===== src/rtl/gpio_lvl_pkg.sv =====
package gpio_lvl_pkg;
  localparam int WORD_W     = 32;
  localparam int SEL_W      = 3;
  localparam int POL_STRIDE = 4;
  localparam int POL_PER_WD = 8;

  typedef enum logic [SEL_W-1:0] {
    SEL_OUT     = 3'd0,
    SEL_OE      = 3'd1,
    SEL_IN      = 3'd2,
    SEL_STAT    = 3'd3,
    SEL_TYPE_LO = 3'd4,
    SEL_IRQEN   = 3'd5,
    SEL_TYPE_HI = 3'd6,
    SEL_MUX     = 3'd7
  } reg_sel_e;
endpackage


===== src/rtl/gpio_lvl_sync.sv =====
module gpio_lvl_sync #(
  parameter int W = 12
) (
  input  logic         clk,
  input  logic         rst_n,
  input  logic [W-1:0] async_i,
  output logic [W-1:0] sync_o
);
  logic [W-1:0] meta_q, meta_d;
  logic [W-1:0] sync_q, sync_d;

  always_comb begin
    meta_d = async_i;
    sync_d = meta_q;
  end

  always_ff @(posedge clk or negedge rst_n) begin
    if (!rst_n) begin
      meta_q <= '0;
      sync_q <= '0;
    end else begin
      meta_q <= meta_d;
      sync_q <= sync_d;
    end
  end

  assign sync_o = sync_q;
endmodule


===== src/rtl/gpio_lvl_irq.sv =====
module gpio_lvl_irq #(
  parameter int NPINS = 12
) (
  input  logic             clk,
  input  logic             rst_n,
  input  logic [NPINS-1:0] lvl_i,
  input  logic [NPINS-1:0] pol_i,
  input  logic [NPINS-1:0] en_i,
  input  logic [NPINS-1:0] clr_i,
  output logic [NPINS-1:0] stat_o,
  output logic             irq_o
);
  logic [NPINS-1:0] qual;
  logic [NPINS-1:0] stat_q, stat_d;

  always_comb begin
    qual   = lvl_i ^ pol_i;
    stat_d = (stat_q | qual) & ~clr_i;
  end

  always_ff @(posedge clk or negedge rst_n) begin
    if (!rst_n) stat_q <= '0;
    else        stat_q <= stat_d;
  end

  assign stat_o = stat_q;
  assign irq_o  = |(stat_q & en_i);

  assert_stat_set_R5: assert property (@(posedge clk) disable iff (!rst_n)
    1'b1 |=> ((stat_q & $past(qual & ~clr_i)) == $past(qual & ~clr_i)));
  assert_stat_hold_R5: assert property (@(posedge clk) disable iff (!rst_n)
    1'b1 |=> ((stat_q & $past(stat_q & ~clr_i)) == $past(stat_q & ~clr_i)));
  assert_stat_clr_R6: assert property (@(posedge clk) disable iff (!rst_n)
    (|clr_i) |=> ((stat_q & $past(clr_i)) == '0));
endmodule


===== src/rtl/gpio_lvl_regs.sv =====
module gpio_lvl_regs
  import gpio_lvl_pkg::*;
#(
  parameter int NPINS = 12
) (
  input  logic              clk,
  input  logic              rst_n,
  input  logic              wr_en,
  input  reg_sel_e          sel,
  input  logic [WORD_W-1:0] wdata,
  input  logic [NPINS-1:0]  lvl_i,
  input  logic [NPINS-1:0]  stat_i,
  output logic [NPINS-1:0]  out_o,
  output logic [NPINS-1:0]  oe_o,
  output logic [NPINS-1:0]  en_o,
  output logic [NPINS-1:0]  pol_o,
  output logic [WORD_W-1:0] rdata
);
  localparam int PAD = WORD_W - NPINS;

  logic [NPINS-1:0]  out_q, out_d, oe_q, oe_d, en_q, en_d, pol_q, pol_d;
  logic [WORD_W-1:0] mux_q, mux_d;
  logic [WORD_W-1:0] type_lo_rd, type_hi_rd;

  always_comb begin
    out_d = (wr_en && sel == SEL_OUT)   ? wdata[NPINS-1:0] : out_q;
    oe_d  = (wr_en && sel == SEL_OE)    ? wdata[NPINS-1:0] : oe_q;
    en_d  = (wr_en && sel == SEL_IRQEN) ? wdata[NPINS-1:0] : en_q;
    mux_d = (wr_en && sel == SEL_MUX)   ? wdata            : mux_q;
  end

  for (genvar n = 0; n < NPINS; n++) begin : g_pol
    localparam int       BITPOS = POL_STRIDE * (n % POL_PER_WD);
    localparam reg_sel_e TSEL   = (n < POL_PER_WD) ? SEL_TYPE_LO : SEL_TYPE_HI;
    always_comb pol_d[n] = (wr_en && sel == TSEL) ? wdata[BITPOS] : pol_q[n];
  end

  always_ff @(posedge clk or negedge rst_n) begin
    if (!rst_n) begin
      out_q <= '0;
      oe_q  <= '0;
      en_q  <= '0;
      pol_q <= '0;
      mux_q <= '0;
    end else begin
      out_q <= out_d;
      oe_q  <= oe_d;
      en_q  <= en_d;
      pol_q <= pol_d;
      mux_q <= mux_d;
    end
  end

  always_comb begin
    type_lo_rd = '0;
    type_hi_rd = '0;
    for (int n = 0; n < NPINS; n++) begin
      if (n < POL_PER_WD) type_lo_rd[POL_STRIDE*(n%POL_PER_WD)] = pol_q[n];
      else                type_hi_rd[POL_STRIDE*(n%POL_PER_WD)] = pol_q[n];
    end
  end

  always_comb begin
    unique case (sel)
      SEL_OUT:     rdata = {{PAD{1'b0}}, out_q};
      SEL_OE:      rdata = {{PAD{1'b0}}, oe_q};
      SEL_IN:      rdata = {{PAD{1'b0}}, lvl_i};
      SEL_STAT:    rdata = {{PAD{1'b0}}, stat_i};
      SEL_TYPE_LO: rdata = type_lo_rd;
      SEL_IRQEN:   rdata = {{PAD{1'b0}}, en_q};
      SEL_TYPE_HI: rdata = type_hi_rd;
      SEL_MUX:     rdata = mux_q;
      default:     rdata = '0;
    endcase
  end

  assign out_o = out_q;
  assign oe_o  = oe_q;
  assign en_o  = en_q;
  assign pol_o = pol_q;

  assert_out_hold_R2: assert property (@(posedge clk) disable iff (!rst_n)
    !(wr_en && sel == SEL_OUT) |=> $stable(out_q));
  assert_oe_hold_R2: assert property (@(posedge clk) disable iff (!rst_n)
    !(wr_en && sel == SEL_OE) |=> $stable(oe_q));
  assert_mux_hold_R9: assert property (@(posedge clk) disable iff (!rst_n)
    !(wr_en && sel == SEL_MUX) |=> $stable(mux_q));
endmodule


===== src/rtl/gpio_lvl_ctrl.sv =====
module gpio_lvl_ctrl
  import gpio_lvl_pkg::*;
#(
  parameter int NPINS = 12
) (
  input  logic              clk,
  input  logic              rst_n,
  input  logic [SEL_W-1:0]  bus_word_addr,
  input  logic              bus_we,
  input  logic [WORD_W-1:0] bus_wdata,
  output logic [WORD_W-1:0] bus_rdata,
  input  logic [NPINS-1:0]  pin_in,
  output logic [NPINS-1:0]  pin_out,
  output logic [NPINS-1:0]  pin_oe,
  output logic              irq
);
  logic [1:0]       rst_sync_q;
  logic             rst_n_int;
  reg_sel_e         sel;
  logic [NPINS-1:0] lvl, pol, en, stat, clr;

  always_ff @(posedge clk or negedge rst_n) begin
    if (!rst_n) rst_sync_q <= 2'b00;
    else        rst_sync_q <= {rst_sync_q[0], 1'b1};
  end
  assign rst_n_int = rst_sync_q[1];

  assign sel = reg_sel_e'(bus_word_addr);
  assign clr = (bus_we && sel == SEL_STAT) ? bus_wdata[NPINS-1:0] : '0;

  gpio_lvl_sync #(.W(NPINS)) u_sync (
    .clk(clk), .rst_n(rst_n_int), .async_i(pin_in), .sync_o(lvl)
  );

  gpio_lvl_regs #(.NPINS(NPINS)) u_regs (
    .clk(clk), .rst_n(rst_n_int), .wr_en(bus_we), .sel(sel),
    .wdata(bus_wdata), .lvl_i(lvl), .stat_i(stat),
    .out_o(pin_out), .oe_o(pin_oe), .en_o(en), .pol_o(pol),
    .rdata(bus_rdata)
  );

  gpio_lvl_irq #(.NPINS(NPINS)) u_irq (
    .clk(clk), .rst_n(rst_n_int), .lvl_i(lvl), .pol_i(pol),
    .en_i(en), .clr_i(clr), .stat_o(stat), .irq_o(irq)
  );

  assert_irq_masked_R8: assert property (@(posedge clk) disable iff (!rst_n_int)
    (en == '0) |-> !irq);
  assert_irq_reset_R1: assert property (@(posedge clk)
    !rst_n_int |-> (!irq && pin_oe == '0));
endmodule


===== config.mk =====
export PLATFORM = sky130hd
export DESIGN_NAME = gpio_lvl_ctrl
export DESIGN_NICKNAME = d
export VERILOG_FILES = /design/src/rtl/gpio_lvl_pkg.sv /design/src/rtl/gpio_lvl_sync.sv /design/src/rtl/gpio_lvl_irq.sv /design/src/rtl/gpio_lvl_regs.sv /design/src/rtl/gpio_lvl_ctrl.sv
export SDC_FILE = /design/constraint.sdc
export NUM_CORES = 1
export LEC_CHECK = 0
export BUFFER_PORTS_ARGS = -buffer_cell sky130_fd_sc_hd__buf_2
export CAP_MARGIN = 40
export CORE_ASPECT_RATIO = 1.1
export CORE_MARGIN = 1.5
export CORE_UTILIZATION = 40
export DETAILED_ROUTE_END_ITERATION = 10
export PLACE_DENSITY_LB_ADDON = 0.08
export SLEW_MARGIN = 20
export SYNTH_ARGS = -nofsm -noshare
export SYNTH_HDL_FRONTEND = slang
export SYNTH_HIERARCHICAL = 1
export SYNTH_SLANG_ARGS = --single-unit

===== constraint.sdc =====
create_clock -name clk -period 4.2 [get_ports clk]
set_clock_uncertainty 0.05 [all_clocks]
set_input_delay 0.63 -clock clk [delete_from_list [all_inputs] [get_ports clk]]
set_output_delay 0.63 -clock clk [all_outputs]
set_load 0.05 [all_outputs]

# Word level (Yosys, flattened, before mapping)
# Index checks and enable logic that the tools add are counted.
[word_totals] regBits=118 word_cells=33
[classes] eq_ne=7 mux=2 bitwise=5 n_reduce_logical=9
[op_table] operator="32-bit case mux with 8 select lines" n=1
[op_table] operator="12-bit AND" n=2
[op_table] operator="3-bit equality test (second input constant)" n=4
[op_table] operator="12-bit two-way mux" n=1
[op_table] operator="12-bit NOT" n=1
[op_table] operator="12-bit bitwise OR" n=1
[op_table] operator="12-bit OR reduction" n=1
[op_table] operator="12-bit XOR" n=1
[op_table] operator="1-bit logical AND" n=7
[op_table] operator="3-bit by 2-bit equality test with 1-bit output (second input constant)" n=2
[op_table] operator="3-bit by 1-bit equality test with 1-bit output (second input constant)" n=1
[op_table] operator="3-bit logical NOT" n=1

# Logic depth before layout (Yosys ltp)
[depth] word_depth=5 depth_mapped=6 depth_no_buf=3

# Modules after synthesis
# The synthesis kept the hierarchy.
[modules_own_cells] mod="gpio_lvl_regs" instances=1 cells_per_inst=278 area_each_um2=3823.7
[modules_own_cells] mod="gpio_lvl_sync" instances=1 cells_per_inst=24 area_each_um2=600.6
[modules_own_cells] mod="gpio_lvl_irq" instances=1 cells_per_inst=55 area_each_um2=571.8
[modules_own_cells] mod="gpio_lvl_ctrl" instances=1 cells_per_inst=17 area_each_um2=161.4

# Worst setup path after synthesis
# No wires, ideal clock.
[synth_path] path_kind="input port to output port" start="input port bus_word_addr[2]" end="output port bus_rdata[11]" t_arrival_ns=2.322 t_required_ns=3.520 setup_slack_ns=1.198 path_stages=4 cell_sequence="buf_2 > or2_2 > buf_2 > o21ai_0"
[synth_via] elab_chain_cells=2 elab_cells_between_ends=9 cone_classes="eq/ne (7); mux (1); reduce/logical (1)"
[synth_rtl] item="start: declaration" line="gpio_lvl_ctrl.sv:8" rtl="input logic [SEL_W-1:0] bus_word_addr,"
[synth_rtl] item="3-bit equality test, or another cell as far along" line="gpio_lvl_regs.sv:64" rtl="unique case (sel)"
[synth_rtl] item="32-bit case mux with 8 select lines (*)" line="gpio_lvl_regs.sv:64"
[synth_rtl] item="end: declaration" line="gpio_lvl_ctrl.sv:11" rtl="output logic [WORD_W-1:0] bus_rdata,"
# Mark *: on every way between the ends. The rest lies on a longest branch, timed or not.

# Worst setup path in the final report
[layout_path] start="input port bus_word_addr[1]" end="output port bus_rdata[11]"
# The elaborated chain is that of the path after synthesis.

==> summary.md <==
| Metric | Value |
|---|---|
| Worst vdd ir | `0.000322 V` |
| Die height | `122 µm` |
| Finish-stage setup viols | `0` |
| Most common cell after layout, fill and taps aside | `dfrtp_1` |
| Static Leakage | `3.01 nW` |
| First-pass GRT wire length | `19.5 mm` |
| IO buf count | `106` |
| GRT Total Usage | `19.1%` |
| Pwr dens | `578 mW/mm²` |
| Levels on crit path | `6` |
| Placed Instance Area | `0.00586 mm²` |
| Synth Flop Type | `dfrtp_1` |
| Seq pwr share | `39.0%` |
| Crit path cell chain | `buf_2 > buf_16 > mux4_2 > nand2_1 > o21ai_0 > buf_2` |
| Cell count of the worst reg-to-reg path | `1` |
| Antenna violations before repair | `0` |
| Vias in the first global route | `3671` |
| Cells after Synth | `374` |
| DRC | `0` |
| Worst path max stage delay | `0.50 ns` |
| Drt via density | `5.11` |
| Slowest CP cell | `mux4_2` |
| CP arrival | `2.14 ns` |
| Post-cts sizing count | `0` |
| Final HPWL DP | `8.19 mm` |
| Setup_tns | `0 ns` |
| Slew HR | `44.2%` |
| Crit path max-delay family | `buffers and inverters` |
| DRT Pass-1 Iters | `4` |
| Clk pwr share | `40.3%` |
| Clock-pin transition on the worst setup and hold timing paths | `0.05 ns` |
| WS Path Type | `in2out` |
| Share of the yosys chip area belonging to registers | `57.3%` |
| Post-synth EDFFs | `0` |
| Post-Syn Area | `0.00516 mm²` |
| Cts bufs inserted | `17` |
| Peak Freq | `355 MHz` |
| Total of max-cap violations | `0` |
| Sink Count | `118` |
| Yosys cell types | `37` |
| Post-route design area | `0.00652 mm²` |
| N_diodes | `0` |
| Final Non-Filler Cells | `661` |
| Most frequent cells in the layout | `dfrtp_1 (117), buf_2 (106), mux2_2 (69)` |
| Int Power | `2.66 mW` |
| Sw Ratio | `29.6%` |
| CTS max path bufs | `2` |
| Wirelength per Cell | `18.5 µm` |
| Hold WC Path Type | `reg2async` |
| Max FO, Critical Path | `19` |
| Status | `completed` |
| Final Max Slew Viols | `0` |
| Psw | `1.11 mW` |
| Antenna Violating Nets Remaining | `0` |
| Crit path buf inv count | `3` |
| Layout cells sized above 1 | `47.0%` |
| Starting Density | `41.0%` |
| Post-Route WL | `12.2 mm` |
| Area growth, synth to finish | `26.5%` |
| Largest net degree at the start of global routing | `41` |
| Setup crit start kind | `input pin` |
| Worst Tran Pin Value | `0.833 ns` |
| Worst path most repeated cell | `buf_2` |
| Core area | `0.0126 mm²` |
| Die Wd | `111 µm` |
| Nature of the critical path endpoint | `output pin` |
| Async SR Flop Fraction | `100%` |
| CP Data Required Time | `3.52 ns` |
| #FFs+latches synth | `118` |
| IO Count | `107` |
| Syn_nets | `424` |
| Gr ovfl total | `0` |
| Final Hold Viols | `0` |
| Die area | `0.0136 mm²` |
| RSZ-0062 raised after global routing | `false` |
| Root Driver | `clkbuf_16` |
| Tmin final | `2.82 ns` |
| Core Rows | `43` |
| Nets | `541` |
| H-tree depth | `4` |
| Final period util | `67.1%` |
| Placer Congestion | `0.718` |
| Syn avg cell area | `13.8 µm²` |
| Comb power frac | `20.6%` |
| Worst-Skew Late Latency | `0.41 ns` |
| CTS tree | `done` |
| Initial DRC Count | `115` |
| Placed insts | `627` |
| Vias | `3375` |
| Yosys warnings | `6` |
stage by stage:
step | hold WS (ns) | total power, mW | utilization, % | worst slack (ns)
2_1_floorplan | 0.281 | 2.05 | - | 0.619
6_report | 0.217 | 3.77 | 51.8 | 1.38
3_3_place_gp | 0.283 | 2.25 | 46.4 | 1.19
4_1_cts | 0.237 | 3.81 | 51.6 | 1.15
5_1_grt | 0.253 | 3.94 | 51.8 | 1.26
3_5_place_dp | 0.236 | 2.27 | 46.6 | 1.15
power groups by stage:
| stage | Sequential (mW) | Combinational, mW | Clock [mW] |
|---|---|---|---|
| final | 1.47 | 0.778 | 1.52 |
| after global routing | 1.50 | 0.834 | 1.60 |
| after CTS | 1.47 | 0.783 | 1.56 |
| after detailed placement | 1.49 | 0.779 | 0 |
| after global placement | 1.49 | 0.762 | 0 |
| after floorplan | 1.64 | 0.415 | 0 |
cell families (layout without fill, tap and decap cells):
group | count (synthesis) | after routing | synth area share (%)
flip-flops | 118 | 118 | 57.3
multiplexers | 108 | 108 | 24.6
AND/OR/NAND/NOR | 86 | 86 | 9.34
AO/OA/AOI/OAI | 31 | 31 | 4.76
buffers and inverters | 18 | 148 | 1.94
XOR/XNOR | 12 | 12 | 2.04
other | 1 | 1 | 0.0727
per-layer routing:
| metal | GRT usage [%] | up-vias | wire length (µm) |
|---|---|---|---|
| met4 | 7.59 | 0 | 180 |
| met1 | 24.1 | 1714 | 5560 |
| met2 | 31.7 | 81 | 5960 |
| met5 | 0 | - | 0 |
| met3 | 5.07 | 14 | 515 |
| li1 | - | 1566 | - |
layout make-up:
type	count	area [µm²]
Fill cell	1145	6070
Sequential cell	118	2960
Multi-Input combinational cell	238	2100
Timing Repair Buffer	116	641
Clock buffer	22	474
Tap cell	157	196
Clock inverter	10	150
synthesized netlist by cell type (7+ instances only):
| cell type | instances | area (µm²) |
|---|---|---|
| and2_1 | 20 | 125 |
| and2_2 | 9 | 67.6 |
| buf_2 | 8 | 40.0 |
| dfrtp_1 | 118 | 2950 |
| mux2_1 | 11 | 124 |
| mux2_2 | 69 | 777 |
| mux2i_1 | 21 | 210 |
| mux4_2 | 7 | 158 |
| nand2_1 | 8 | 30.0 |
| nor2_1 | 28 | 105 |
| o21ai_0 | 7 | 35.0 |
| xor2_1 | 12 | 105 |
what timing repair did:
| action | CTS | global route |
|---|---|---|
| hold endpoints to repair | 2 | 0 |
| hold buffers | 1 | 0 |
| buffers inserted | 0 | 0 |
| setup endpoints to repair | 0 | 0 |
state kept, by name, indices dropped and copies added, names as in the netlist:
signal and cells:
rst_sync_q 2, u_irq/stat_o 12, u_regs/en_o 12, u_regs/mux_q 32, u_regs/oe_o 12, u_regs/out_o 12, u_regs/pol_o 12, u_sync/meta_q 12
u_sync/sync_o 12
worst paths after layout:
path	from	endpoint	slack (ns)
setup / recovery	bus_word_addr[1]	bus_rdata[11]	1.38
hold / removal	rst_sync_q[1]	u_sync/meta_q[3]	0.22
setup reg to reg	rst_sync_q[1]	u_regs/out_o[10]	3.16
hold reg to reg	rst_sync_q[1]	u_sync/meta_q[3]	0.22
max in group asynchronous	rst_sync_q[1]	u_regs/out_o[10]	3.16
min in group clk	pin_in[11]	u_sync/meta_q[11]	0.27
Power figures use the tool's default switching activity.
